### src/rtl/hlock_pkg.sv
// Shared types for the horizontal sync lock detector.
package hlock_pkg;

    // Per-cycle verdict on the line being tracked.
    typedef enum logic [1:0] {
        VERD_NONE = 2'd0,   // no decision this cycle
        VERD_OK   = 2'd1,   // sync inside the acceptance window
        VERD_OUT  = 2'd2,   // sync outside the window (re-anchors)
        VERD_MISS = 2'd3    // window closed without a sync
    } verdict_t;

    // True for verdicts that count as an unlocked line.
    function automatic logic is_unlocked(verdict_t v);
        return (v == VERD_OUT) || (v == VERD_MISS);
    endfunction

endpackage

### src/rtl/hlock_predictor.sv
// Sync position predictor and window judge.
// Counts pixel clocks since the last anchor. Each cycle it decides whether
// the line ends with an accepted sync, an out-of-window sync or a miss.
// Assumes line_len > 2*TOL+1 and line_len stays steady within a line.
module hlock_predictor
    import hlock_pkg::*;
#(
    parameter int LEN_W = 11,
    parameter int TOL   = 16
) (
    input  logic             clk,
    input  logic             rst_n,
    input  logic             sync_pulse,
    input  logic [LEN_W-1:0] line_len,
    output verdict_t         verdict,
    output logic             anchored,
    output logic [LEN_W:0]   pos
);
    localparam int PW = LEN_W + 1;

    logic [PW-1:0] win_lo;
    logic [PW-1:0] win_hi;

    // Window edges around the predicted sync position.
    always_comb begin
        win_lo = {1'b0, line_len} - PW'(TOL);
        win_hi = {1'b0, line_len} + PW'(TOL);
    end

    // Classify the current cycle.
    always_comb begin
        verdict = VERD_NONE;
        if (anchored) begin
            if (sync_pulse) begin
                verdict = (pos >= win_lo && pos <= win_hi) ? VERD_OK : VERD_OUT;
            end else if (pos >= win_hi) begin
                verdict = VERD_MISS;
            end
        end
    end

    // Position counter: restart on any sync, free-run by one line on a miss.
    always_ff @(posedge clk) begin
        if (!rst_n) begin
            anchored <= 1'b0;
            pos      <= '0;
        end else if (!anchored) begin
            if (sync_pulse) begin
                anchored <= 1'b1;
                pos      <= PW'(1);
            end
        end else begin
            case (verdict)
                VERD_OK, VERD_OUT: pos <= PW'(1);
                VERD_MISS:         pos <= PW'(TOL + 1);
                default:           pos <= pos + PW'(1);
            endcase
        end
    end

endmodule

### src/rtl/hlock_line_flag.sv
// Per-line lock flag.
// Holds the latest verdict and changes only when a verdict is made.
module hlock_line_flag
    import hlock_pkg::*;
(
    input  logic     clk,
    input  logic     rst_n,
    input  verdict_t verdict,
    output logic     line_valid
);
    // Capture the outcome of each judged line.
    always_ff @(posedge clk) begin
        if (!rst_n) begin
            line_valid <= 1'b0;
        end else if (verdict != VERD_NONE) begin
            line_valid <= (verdict == VERD_OK);
        end
    end

endmodule

### src/rtl/hlock_unlock_tally.sv
// Per-field unlocked-line counter and active-low interrupt.
// Counts unlocked verdicts, saturating at THRESH, and clears at field start.
// The interrupt falls when the count reaches THRESH. It rises at a field
// start that closes a field below THRESH. Assumes THRESH >= 2.
module hlock_unlock_tally #(
    parameter int THRESH = 128,
    localparam int CW    = $clog2(THRESH + 1)
) (
    input  logic          clk,
    input  logic          rst_n,
    input  logic          unlock_evt,
    input  logic          field_start,
    output logic [CW-1:0] count,
    output logic          irq_n
);
    logic [CW-1:0] count_nxt;
    logic          reach;

    // Next count value and threshold crossing.
    always_comb begin
        reach = 1'b0;
        if (field_start) begin
            count_nxt = unlock_evt ? CW'(1) : '0;
        end else if (unlock_evt && count < CW'(THRESH)) begin
            count_nxt = count + CW'(1);
            reach     = (count == CW'(THRESH - 1));
        end else begin
            count_nxt = count;
        end
    end

    // Count register.
    always_ff @(posedge clk) begin
        if (!rst_n) begin
            count <= '0;
        end else begin
            count <= count_nxt;
        end
    end

    // Interrupt: set on threshold, release on a good field boundary.
    always_ff @(posedge clk) begin
        if (!rst_n) begin
            irq_n <= 1'b1;
        end else if (field_start) begin
            irq_n <= (count < CW'(THRESH)) ? 1'b1 : 1'b0;
        end else if (reach) begin
            irq_n <= 1'b0;
        end
    end

endmodule

### src/rtl/hlock_monitor.sv
// Horizontal sync lock detector, top level.
// Judges each line against a +/-TOL window around the predicted sync
// position and raises an active-low interrupt when THRESH or more lines of a
// field are unlocked. Assumes one-cycle sync and field_start pulses.
module hlock_monitor
    import hlock_pkg::*;
#(
    parameter int LEN_W  = 11,
    parameter int TOL    = 16,
    parameter int THRESH = 128
) (
    input  logic             clk,
    input  logic             rst_n,
    input  logic             sync_pulse,
    input  logic             field_start,
    input  logic [LEN_W-1:0] line_len,
    output logic             line_valid,
    output logic             unlock_irq_n
);
    localparam int CW = $clog2(THRESH + 1);

    verdict_t       verdict;
    logic           anchored_q;
    logic [LEN_W:0] pos_q;
    logic [CW-1:0]  unl_count;
    logic           unl_evt;

    // Unlocked-line strobe for the tally.
    always_comb unl_evt = is_unlocked(verdict);

    hlock_predictor #(.LEN_W(LEN_W), .TOL(TOL)) u_pred (
        .clk        (clk),
        .rst_n      (rst_n),
        .sync_pulse (sync_pulse),
        .line_len   (line_len),
        .verdict    (verdict),
        .anchored   (anchored_q),
        .pos        (pos_q)
    );

    hlock_line_flag u_flag (
        .clk        (clk),
        .rst_n      (rst_n),
        .verdict    (verdict),
        .line_valid (line_valid)
    );

    hlock_unlock_tally #(.THRESH(THRESH)) u_tally (
        .clk         (clk),
        .rst_n       (rst_n),
        .unlock_evt  (unl_evt),
        .field_start (field_start),
        .count       (unl_count),
        .irq_n       (unlock_irq_n)
    );

endmodule

### config.mk
export PLATFORM = sky130hd
export DESIGN_NAME = hlock_monitor
export DESIGN_NICKNAME = d
export VERILOG_FILES = /design/src/rtl/hlock_pkg.sv /design/src/rtl/hlock_predictor.sv /design/src/rtl/hlock_line_flag.sv /design/src/rtl/hlock_unlock_tally.sv /design/src/rtl/hlock_monitor.sv
export SDC_FILE = /design/constraint.sdc
export NUM_CORES = 1
export LEC_CHECK = 0
export ABC_AREA = 0
export BUFFER_PORTS_ARGS = -buffer_cell sky130_fd_sc_hd__buf_2
export CAP_MARGIN = 20
export CORE_ASPECT_RATIO = 2
export CORE_MARGIN = 5
export CORE_UTILIZATION = 44
export DETAILED_ROUTE_END_ITERATION = 8
export GPL_ROUTABILITY_DRIVEN = 1
export GPL_TIMING_DRIVEN = 1
export SLEW_MARGIN = 40
export SYNTH_ARGS = -nofsm -noshare
export SYNTH_HDL_FRONTEND = slang
export SYNTH_SLANG_ARGS = --single-unit
### constraint.sdc
create_clock -name clk -period 3.05 [get_ports clk]
set_clock_uncertainty 0.2 [all_clocks]
set_input_delay 0.1525 -clock clk [delete_from_list [all_inputs] [get_ports clk]]
set_output_delay 0.1525 -clock clk [all_outputs]
set_load 0.02 [all_outputs]
* Word-level counts from Yosys, hierarchy flattened
Cells that the tools add are included.
** Cells by class
- Add/subtract/negate cells :: 4
- $lt $le $gt $ge :: 4
- Equality and inequality tests :: 4
- Mux-type cells :: 17
- Reduce and logical (&&, ||, !) cells :: 8
** Operator list (count)
- $ge 12x12->1 :: 2
- $mux 12 :: 2
- $pmux 12 s2 :: 1
- $mux 8 :: 2
- $add 11x5->12 const B :: 1
- $add 12x1->12 const B :: 1
- $le 12x12->1 :: 1
- $sub 11x5->12 const B :: 1
- $add 8x1->8 const B :: 1
- $eq 8x7->1 const B :: 1
- $lt 8x8->1 const B :: 1
- $mux 1 :: 8
- $mux 2 :: 4
- $reduce_bool 2->1 :: 4
- $eq 2x2->1 const B :: 2
- $eq 2x1->1 const B :: 1
- $logic_and 1x1->1 :: 2
- $reduce_or 2->1 :: 1
- $logic_or 1x1->1 :: 1
** Word-level totals
- Bits in registers :: 23
- Bits of input ports :: 15
- Output and inout bits :: 2
- Logic and storage cells :: 42

* Logic depth before layout (Yosys ltp)
Gate-level depths: netlist of run 1.
- Depth after elaboration :: 13
- Depth in mapped cells :: 12
- Mapped depth without buffers :: 11

* Hierarchy
A second synthesis of run 1 with hierarchy kept.
** Unflattened totals
- Cell total of the unflattened synthesis :: 214
- Area total of the unflattened synthesis :: 1801.7 um2
** Modules (own cells, without submodules)
- hlock_predictor :: times used 1, cells each 164, area an instance 1330.0 um2, sequential area each 260.2 um2
- hlock_unlock_tally :: times used 1, cells each 46, area an instance 431.7 um2, sequential area each 180.2 um2
- hlock_line_flag :: times used 1, cells each 3, area an instance 36.3 um2, sequential area each 20.0 um2
- hlock_monitor :: times used 1, cells each 1, area an instance 3.8 um2, sequential area each 0.0 um2

* Worst setup path after synthesis of run 1
No wires, ideal clock.
- Kind :: in2reg
- From :: input port line_len[6]
- To :: register u_tally.count[0]
- Arrival :: 2392 ps
- Required time :: 2734 ps
- Setup slack :: 342 ps
- Stages :: 10
- Path buffers :: 1
- Cell sequence :: clkbuf_1 nor3_1 nand3_1 or3_1 ha_1 and4_1 a221oi_1 and3_1 o21ai_1 a31o_2
** On the way
- Word-level cells in the longest chain between the ends :: 10
** Ends and longest elaborated chain
- from (decl) :: line hlock_monitor.sv:16 : input logic [LEN_W-1:0] line_len,
- $sub 11x5->12 or $add 11x5->12 (tied branches) :: line hlock_predictor.sv:26, hlock_predictor.sv:27
- $ge 12x12->1 or $le 12x12->1 (tied branches) :: line hlock_predictor.sv:35 : verdict = (pos >= win_lo && pos <= win_hi) ? VERD_OK : VERD_OUT;
- $logic_and 1x1->1 :: line hlock_predictor.sv:35
- $mux 2 :: line hlock_predictor.sv:35
- $mux 2 * :: line hlock_predictor.sv:34 : if (sync_pulse) begin
- $mux 2 * :: line hlock_predictor.sv:33 : if (anchored) begin
- $eq 2x2->1 :: line hlock_pkg.sv:14 : return (v == VERD_OUT) || (v == VERD_MISS);
- $logic_or 1x1->1 * :: line hlock_pkg.sv:14
- $mux 1 or $logic_and 1x1->1 (tied branches) :: line hlock_unlock_tally.sv:23, hlock_unlock_tally.sv:24
- $mux 8 or $reduce_bool 2->1 (tied branches)
- to (signal assigned) :: line hlock_unlock_tally.sv:37 : count <= count_nxt;
- to (decl) :: line hlock_unlock_tally.sv:13 : output logic [CW-1:0] count,
Mark *: on every way between the ends. The rest lies on a longest branch, timed or not.
A chain may end at the register's enable or synchronous reset.

* Final worst setup path of run 1
Ends and elaborated chain as after synthesis.

==> results of run 1 <==
[logic make-up after synthesis]
kind of cell    count (synthesis)  share of synthesized area (%)
flops                          23                           24.5
compound gates                 56                           21.0
simple gates                   87                           26.8
mux                             6                           3.20
buf+inv                        16                           3.59
xor+xnor                       12                           5.59
fa+ha+maj                      23                           15.3
[flip-flops by register name, summed over array words and instances, names as in the netlist]
register,count
u_tally.irq_n,1
u_tally.count,8
u_flag.line_valid,1
u_pred.pos,12
u_pred.anchored,1
[cell type report]
class / count / share of cell area (%)
clock buffers: 3 / 1.99
repair buffers: 20 / 5.54
inverters: 11 / 1.99
well taps: 52 / 3.13
flip-flops and latches: 23 / 22.1
clock inverters: 1 / 0.241
multi-input cells: 184 / 65.0
[per-stage QoR]
stage / cell area [µm²] / power [mW]
6_report: 2080 / 0.600
5_1_grt: 2080 / 0.639
4_1_cts: 2080 / 0.612
3_5_place_dp: 2010 / 0.412
3_3_place_gp: 2010 / 0.411
2_1_floorplan: 1880 / 0.380
[how the worst max path moves through the flow]
stage | to | cells after the start | slack [ps]
5_1_grt | u_tally.count[6] | 10 | 120
6_report | u_tally.count[0] | 10 | 380
3_3_place_gp | u_tally.count[0] | 10 | 200
4_1_cts | u_tally.count[6] | 10 | 400
2_1_floorplan | u_tally.count[0] | 10 | 340
3_5_place_dp | u_tally.count[4] | 10 | 100
[synthesized netlist by cell type (all sizes together) (4+ instances only)]
master  number  area (µm²)
a21oi       13        72.6
nand2b      11        68.8
nor2         9        33.8
nand3       12        60.1
nand2       21        81.3
xnor2        7        61.3
dfxtp       23         460
inv         11        41.3
nand4        7        58.8
clkbuf       4        15.0
a21o         6        45.0
and3         5        31.3
and4         4        35.0
mux2i        6        60.1
xor2         5        43.8
nor3         5        25.0
ha          23         288
o21ai       16        80.1
[routing by layer]
| layer | share of wire (%) | wire (µm) | track usage [%] |
|---|---|---|---|
| met1 | 37 | 1620 | 16.3 |
| met2 | 60 | 2570 | 34.6 |
| met3 | 1.2 | 50 | 1.64 |
| met4 | 1.8 | 78 | 6.22 |
| met5 | 0 | 0 | 0 |
[critical path: cells and delay by family]
family	cells	cell delay, ps
adder cells (fa/ha/maj)	1	290
AND/OR/NAND/NOR	5	1260
AO/OA/AOI/OAI	3	780
buffers and inverters	1	150
[report_power, final]
part / switching [mW] / internal [mW]
Sequential: 0.00468 / 0.303
Clock: 0.103 / 0.0914
Combinational: 0.0569 / 0.0409
Total: 0.165 / 0.435
==> results.md, run 1 <==
- Outcome: finished clean
- Die height: 102 µm
- DP Worst Slack: 98.9 ps
- PortBufs: 16
- Worst Setup End Kind: flip-flop
- Power per cell area: 289 mW/mm²
- Clock transition at path regs: 90 ps
- Crit start category: input pin
- Yosys warnings: 0
- Drt wl/cell: 14.7 µm
- P&R area growth vs syn: 10.7%
- Worst-Skew Late Latency: 270 ps
- Fillers: 441
- Antenna violations before repair: 0
- Gate Count Post-Synth: 223
- Critical-path top delay cell: a221oi_1
- Routed Antenna Nets: 0
- GR Overflow Total: 0
- Crit-path cells: buf_2 > nor3_1 > nand3_1 > or3_1 > ha_1 > and4_1 > a221oi_1 > and3_1 > o21ai_1 > a31o_2
- CTS tree: built
- Sequential-to-total area share from yosys stat: 24.5%
- Num CTS Buffers: 3
- GRT Total Usage: 16.7%
- Slew headroom: 69.1%
- Post-Syn Nets: 261
- Bufs on Longest Clock Path: 2
- Worst endpoint required time: 3010 ps
- Number of synthesized flops with an enable pin: 0
- CP max FO: 8
- WS Path Type: input pin to flip-flop
- Final wirelength: 4.31 mm
- Num rows: 33
- Root Buffer: clkbuf_8
- Final setup fails: 0
- Setup repair bufs after CTS: 0
- Endpoints failing hold: 0
- R2R Path End: u_pred.pos[6]
- Diodes inserted: 0
- Placer congestion estimate: 0.784
- Initial drt markers: 37
- Sink Count: 23
- Primary FF master, synth: dfxtp_1
- R2R setup slack: 580 ps
- First-pass GRT wire length: 7.53 mm
- Vias in the first global route: 1670
- Core Util, Final: 50.4%
- Total of max-cap violations: 0
- Min-delay src: field_start
- Layout cells sized above 1: 14.0%
- Fmax: 375 MHz
- Hold-fix buffers, CTS: 2
- Final Instance Count excl. Fillers: 294
- Commonest non-fill, non-tap cells in the layout: ha_1, dfxtp_1, nand2_1, buf_2, nand3_1
- WHS Endpoint: u_tally.irq_n
- Mapped Area: 0.00188 mm²
- Dpl cells: 288
- Vias: 1666
- Storage cell area: 460 µm²
- Starting Density: 45.5%
- Crit path DAT: 2630 ps
- Worst R2R Path Depth: 7
- Largest net degree at the start of global routing: 17
- Ys async rst share: 0%
- FF-to-FF Start: u_pred.pos[7]
- Core Area: 0.00413 mm²
- DPL Wire Length: 3.61 mm
- DIE AREA: 0.00576 mm²
- Fin crit period: 2670 ps
- Hold WS: 15.7 ps
- Worst VDD drop: 0.232 mV
- Period utilization: 87.4%
- Final nets: 281
- DRC Markers: 0
- RSZ-0062 raised after global routing: false
- Leak pwr: 0.877 nW
- H-tree levels: 1
- Ports: 17
- Synth Area per Inst: 8.43 µm²
- Hold Path Class: input pin to flip-flop
- Multi-input logic area: 0.00135 mm²
- Die W: 56.2 µm
- Cts repair resizes: 0
- Setup_tns: 0 ps
- Hold path depth: 4
- Setup WS post-layout: 385 ps
- Post-DR vias/cell: 5.67
- Worst Tran Pin Value: 461 ps
- Worst path max stage delay: 400 ps
- Synth Register Bits: 23
- Drt first pass iters: 4
- Final Max Tran Viols: 0
- CP Launch Point: line_len[6]
- Distinct cells, synth: 46
No activity file was read; power rests on OpenSTA's default activity.
==> run 2, diff against run 1 <==
--- a/config.mk
+++ b/config.mk
@@ -8,7 +8,6 @@
 export ABC_AREA = 0
 export BUFFER_PORTS_ARGS = -buffer_cell sky130_fd_sc_hd__buf_2
 export CAP_MARGIN = 20
-export CORE_ASPECT_RATIO = 2
 export CORE_MARGIN = 5
 export CORE_UTILIZATION = 44
 export DETAILED_ROUTE_END_ITERATION = 8
==> results.md, run 2 (synthesized netlist as in run 1, its figures left out) <==
- Outcome: finished clean
- Worst Setup End Kind: flip-flop
- Routed Antenna Nets: 0 (unchanged)
- Power Total: 0.594 mW (-1.1%)
- Core Util, Final: 51.2% (+0.82 points)
- First-pass GRT wire length: 6.87 mm (-8.9%)
- Worst endpoint required time: 3050 ps (+40 ps)
- RSZ-0062 raised after global routing: false
- Power per cell area: 286 mW/mm² (-1.0%)
- Core Area: 0.00406 mm² (-1.7%)
- Worst VDD drop: 0.275 mV (+19%)
- Num rows: 23 (-30%)
- Fin crit period: 2620 ps (-45.1 ps)
- Final setup fails: 0 (unchanged)
- Sink Count: 23 (unchanged)
- Vias in the first global route: 1559 (-6.6%)
- Initial drt markers: 65 (+76%)
- DPL Wire Length: 3.05 mm (-15%)
- Root Buffer: clkbuf_8
- Layout cells sized above 1: 14.0% (unchanged)
- Starting Density: 46.3% (+0.80 points)
- DIE AREA: 0.00568 mm² (-1.4%)
- Leak pwr: 0.877 nW (unchanged)
- Max FFs per register: 12 (unchanged)
- Drt first pass iters: 4 (unchanged)
- Worst Tran Pin Value: 429 ps (-31.3 ps)
- Vias: 1629 (-2.2%)
- Clock transition at path regs: 90 ps (about the same)
- Post-DR vias/cell: 5.58 (-1.6%)
- Final wirelength: 3.82 mm (-12%)
- Largest net degree at the start of global routing: 17 (unchanged)
- Cts repair resizes: 0 (unchanged)
- Num CTS Buffers: 3 (unchanged)
- Fmax: 382 MHz (+1.7%)
- Final Max Tran Viols: 0 (unchanged)
- Endpoints failing hold: 0 (unchanged)
- Total of max-cap violations: 0 (unchanged)
- Most flop-heavy register: u_pred.pos
- P&R area growth vs syn: 10.5%
- Hold Path Class: input pin to flip-flop
- Biggest regs: u_pred.pos: 12 flops, u_tally.count: 8 flops
- Setup_tns: 0 ps (unchanged)
- PortBufs: 16 (unchanged)
- WS Path Type: input pin to flip-flop
- Die W: 75.4 µm (+34%)
- CTS tree: built
- Drt wl/cell: 13.1 µm (-11%)
- Worst-Skew Late Latency: 260 ps (about the same)
- Antenna violations before repair: 0 (unchanged)
- DRC Markers: 0 (unchanged)
- Period utilization: 85.9% (-1.5 points)
- Bufs on Longest Clock Path: 2 (unchanged)
- Setup repair bufs after CTS: 0 (unchanged)
- Commonest non-fill, non-tap cells in the layout: ha_1, dfxtp_1, nand2_1, buf_2, nand3_1
- Crit path DAT: 2620 ps (about the same)
- Crit start category: input pin
- Slew headroom: 71.2% (+2.1 points)
- Die height: 75.4 µm (-26%)
- Ports: 17 (unchanged)
- CP max FO: 8 (unchanged)
- Diodes inserted: 0 (unchanged)
- Hold-fix buffers, CTS: 2 (unchanged)
- Placer congestion estimate: 0.833 (+6.4%)
- GR Overflow Total: 0 (unchanged)
- GRT Total Usage: 15.2% (-1.5 points)
- Final nets: 281 (unchanged)
- H-tree levels: 1 (unchanged)
run 2: cell counts in the layout (fill, tap and decap cells not counted):
Identical to the previous run, type by type.
run 2: final timing paths:
check / startpoint / to / slack [ps] / cells past startpoint
worst max register to register: u_pred.pos[2] / u_pred.pos[6] / 650 / 7
worst max-delay path: line_len[6] / u_tally.count[6] / 430 / 10
worst min register to register: u_tally.count[6] / u_tally.count[6] / 280 / 2
worst min-delay path: field_start / u_tally.irq_n / 20 / 4
run 2: cell type report:
cell class,instances,area [µm²]
Fill cell,389,1980
Multi-Input combinational cell,184,1350
Sequential cell,23,460
Timing Repair Buffer,20,115
Tap cell,50,62.6
Clock buffer,3,41.3
Inverter,11,41.3
Clock inverter,1,5.00
run 2: layer usage:
layer,vias to the layer above,wire [µm],share of wire [%],GRT usage (%)
met2,17,1750,46,25.8
li1,867,-,-,-
met4,0,22,0.58,2.91
met5,-,0,0,0
met3,2,125,3.3,2.77
met1,743,1920,50,20.2
run 2: per-stage QoR:
step,hold WS (ps),cell area (µm²),worst slack (ps),cells
after floorplan,44.4,1880,342,223
after global placement,238,2010,178,286
after detailed placement,243,2010,136,286
after CTS,14.0,2080,426,292
after global routing,87.4,2080,229,292
final,22.8,2080,430,292
run 2: critical path, stage by stage:
cell and delay, ps:
buf_2 150, nor3_1 260, nand3_1 150, or3_1 330, ha_1 290, and4_1 210, a221oi_1 370, nand3_1 260
a211oi_2 250, mux2i_1 190
run 2: power breakdown:
| part | leakage [nW] | internal, mW | total (mW) | switching (mW) |
|---|---|---|---|---|
| clock network | 0.0255 | 0.0911 | 0.189 | 0.0977 |
| registers | 0.186 | 0.303 | 0.307 | 0.00350 |
| logic | 0.666 | 0.0409 | 0.0981 | 0.0572 |
| total | 0.877 | 0.435 | 0.594 | 0.158 |
==> run 3, diff against run 2 <==
--- a/config.mk
+++ b/config.mk
@@ -9,10 +9,11 @@
 export BUFFER_PORTS_ARGS = -buffer_cell sky130_fd_sc_hd__buf_2
 export CAP_MARGIN = 20
 export CORE_MARGIN = 5
-export CORE_UTILIZATION = 44
+export CORE_UTILIZATION = 50
 export DETAILED_ROUTE_END_ITERATION = 8
 export GPL_ROUTABILITY_DRIVEN = 1
 export GPL_TIMING_DRIVEN = 1
+export PLACE_DENSITY = 0.69
 export SLEW_MARGIN = 40
 export SYNTH_ARGS = -nofsm -noshare
 export SYNTH_HDL_FRONTEND = slang
==> constraint.sdc (replaced) <==
create_clock -name clk -period 3.05 [get_ports clk]
set_clock_uncertainty 0.2 [all_clocks]
set_input_delay 0.61 -clock clk [delete_from_list [all_inputs] [get_ports clk]]
set_output_delay 0.61 -clock clk [all_outputs]
set_load 0.02 [all_outputs]
==> results.md, run 3 (synthesized netlist as in run 1, its figures left out) <==
- Outcome: finished clean
- Starting Density: 51.3% (+5.0 points)
- Most flop-heavy register: u_pred.pos
- Met2 GRT Util: 24.7% (-1.1 points)
- Gr busiest metal: met2
- Final Max Tran Viols: 0 (unchanged)
- Root Buffer: clkbuf_8
- First-pass GRT wire length: 6.51 mm (-5.1%)
- Top Family by Delay on Critical Path: simple AND/OR/NAND/NOR gates
- GR Util met3: 2.66% (-0.11 points)
- Layout cells sized above 1: 20.6% (+6.6 points)
- Drt wl/cell: 12.1 µm (-7.0%)
- Total of max-cap violations: 0 (unchanged)
- Crit path DAT: 2880 ps (+260 ps)
- Worst Tran Pin Value: 489 ps (+59.9 ps)
- Largest net degree at the start of global routing: 16 (-1)
- Biggest regs: u_pred.pos: 12 flops, u_tally.count: 8 flops
- Worst path max stage delay: 320 ps (-50 ps)
- DIE AREA: 0.00508 mm² (-10%)
- Setup_tns: 0 ps (unchanged)
- Worst endpoint required time: 3050 ps (about the same)
- WS Path Type: input pin to flip-flop
- GRT met1 Usage: 20.8% (+0.60 points)
- CTS tree: built
- Crit-path most repeated cell: nand3_1
- Commonest non-fill, non-tap cells in the layout: ha_1, dfxtp_1, nand2_1, buf_4, buf_2
- CP max FO: 5 (-3)
- Routed Antenna Nets: 0 (unchanged)
- Hold WS: 298 ps (+275 ps)
- Final setup fails: 0 (unchanged)
- Hold-fix buffers, CTS: 0 (-2)
- Core Util, Final: 60.3% (+9.1 points)
- Max FFs per register: 12 (unchanged)
- Ports: 17 (unchanged)
- GRT Total Usage: 15.3% (+0.15 points)
- Drt first pass iters: 4 (unchanged)
- Hold Path Class: flip-flop to flip-flop
- H-tree levels: 1 (unchanged)
- Buffers and inverters on the worst path: 1 (unchanged)
- Worst Setup End Kind: flip-flop
- Worst VDD drop: 0.255 mV (-7.5%)
- Vias in the first global route: 1555 (-0.26%)
- Die W: 71.3 µm (-5.4%)
- Post-DR vias/cell: 5.47 (-1.9%)
- Final nets: 296 (+5.3%)
- RSZ-0062 raised after global routing: true
- Num rows: 22 (-4.3%)
- Power per cell area: 276 mW/mm² (-3.6%)
- Fmax: 347 MHz (-9.0%)
- Placer congestion estimate: 0.789 (-5.3%)
- Initial drt markers: 78 (+20%)
- Final wirelength: 3.70 mm (-2.9%)
- PortBufs: 16 (unchanged)
- P&R area growth vs syn: 17.5%
- Crit start category: input pin
- Diodes inserted: 0 (unchanged)
- Period utilization: 94.4% (+8.5 points)
- GR Overflow Total: 0 (unchanged)
- Sink Count: 23 (unchanged)
- Bufs on Longest Clock Path: 2 (unchanged)
- Worst-Skew Late Latency: 270 ps (about the same)
- Clock transition at path regs: 90 ps (about the same)
- Die height: 71.3 µm (-5.4%)
- Endpoints failing hold: 0 (unchanged)
- Antenna violations before repair: 0 (unchanged)
- Critical-path top delay cell: or3_1
- Crit-path cells: buf_2 > nor3_2 > nand3_1 > or3_1 > ha_1 > and4_1 > a221oi_2 > nand3_1 > a211oi_2 > mux2i_1
- Num CTS Buffers: 3 (unchanged)
- Fin crit period: 2880 ps (+258 ps)
- Slew headroom: 67.3% (-3.8 points)
- Vias: 1669 (+2.5%)
- Leak pwr: 0.952 nW (+8.5%)
- DPL Wire Length: 2.98 mm (-2.4%)
- Core Area: 0.00366 mm² (-9.8%)
- DRC Markers: 0 (unchanged)
[run 3: cell types whose count changed in the layout (fill, tap and decap cells not counted), sizes merged]
cell	previous run	this run
dlygate4sd3	2	0
clkinv	1	0
clkinvlp	0	1
buf	18	35
[run 3: final cells by class]
| class | count | area [µm²] |
|---|---|---|
| tap | 48 | 60.1 |
| multi-input combinational | 184 | 1360 |
| timing repair buffer | 35 | 235 |
| inverter | 11 | 41.3 |
| clock buffer | 3 | 41.3 |
| sequential | 23 | 460 |
| clock inverter | 1 | 7.51 |
| fill | 329 | 1450 |
[run 3: worst paths after layout]
check,startpoint,end,slack [ps],depth (start not counted)
worst max-delay path,line_len[6],u_tally.count[6],170,10
worst min-delay path,u_tally.count[6],u_tally.count[6],300,2
worst max register to register,u_pred.pos[5],u_pred.pos[2],730,9
worst min register to register,u_tally.count[6],u_tally.count[6],300,2
[run 3: metrics by stage]
stage	setup WS, ps	cells	total power, mW	cell area (µm²)
3_3_place_gp	-108	300	0.418	2150
2_1_floorplan	12.8	223	0.381	1890
3_5_place_dp	-126	300	0.420	2150
6_report	172	305	0.609	2210
5_1_grt	-0.0788	305	0.650	2210
4_1_cts	143	304	0.618	2200
[run 3: timing repair]
action,CTS,global route
gates resized for setup,0,0
setup endpoints to repair,0,6
setup buffers,0,1
[run 3: layer usage]
metal  vias up  share of wire, %
met5         -                 0
met4         0              0.67
met3         2               3.1
met2        21                44
met1       754                52
li1        892                 -
[run 3: tightest hold or removal path: cells and delay by family (launching register included)]
family | cells | cell delay (ps)
DFF | 1 | 330
muxes | 1 | 60
and+or+nand+nor | 1 | 60
[run 3: power breakdown]
part | internal (mW) | switching, mW | leakage [nW]
Combinational | 0.0475 | 0.0558 | 0.744
Clock | 0.0924 | 0.103 | 0.0217
Sequential | 0.303 | 0.00684 | 0.186
Total | 0.443 | 0.165 | 0.952
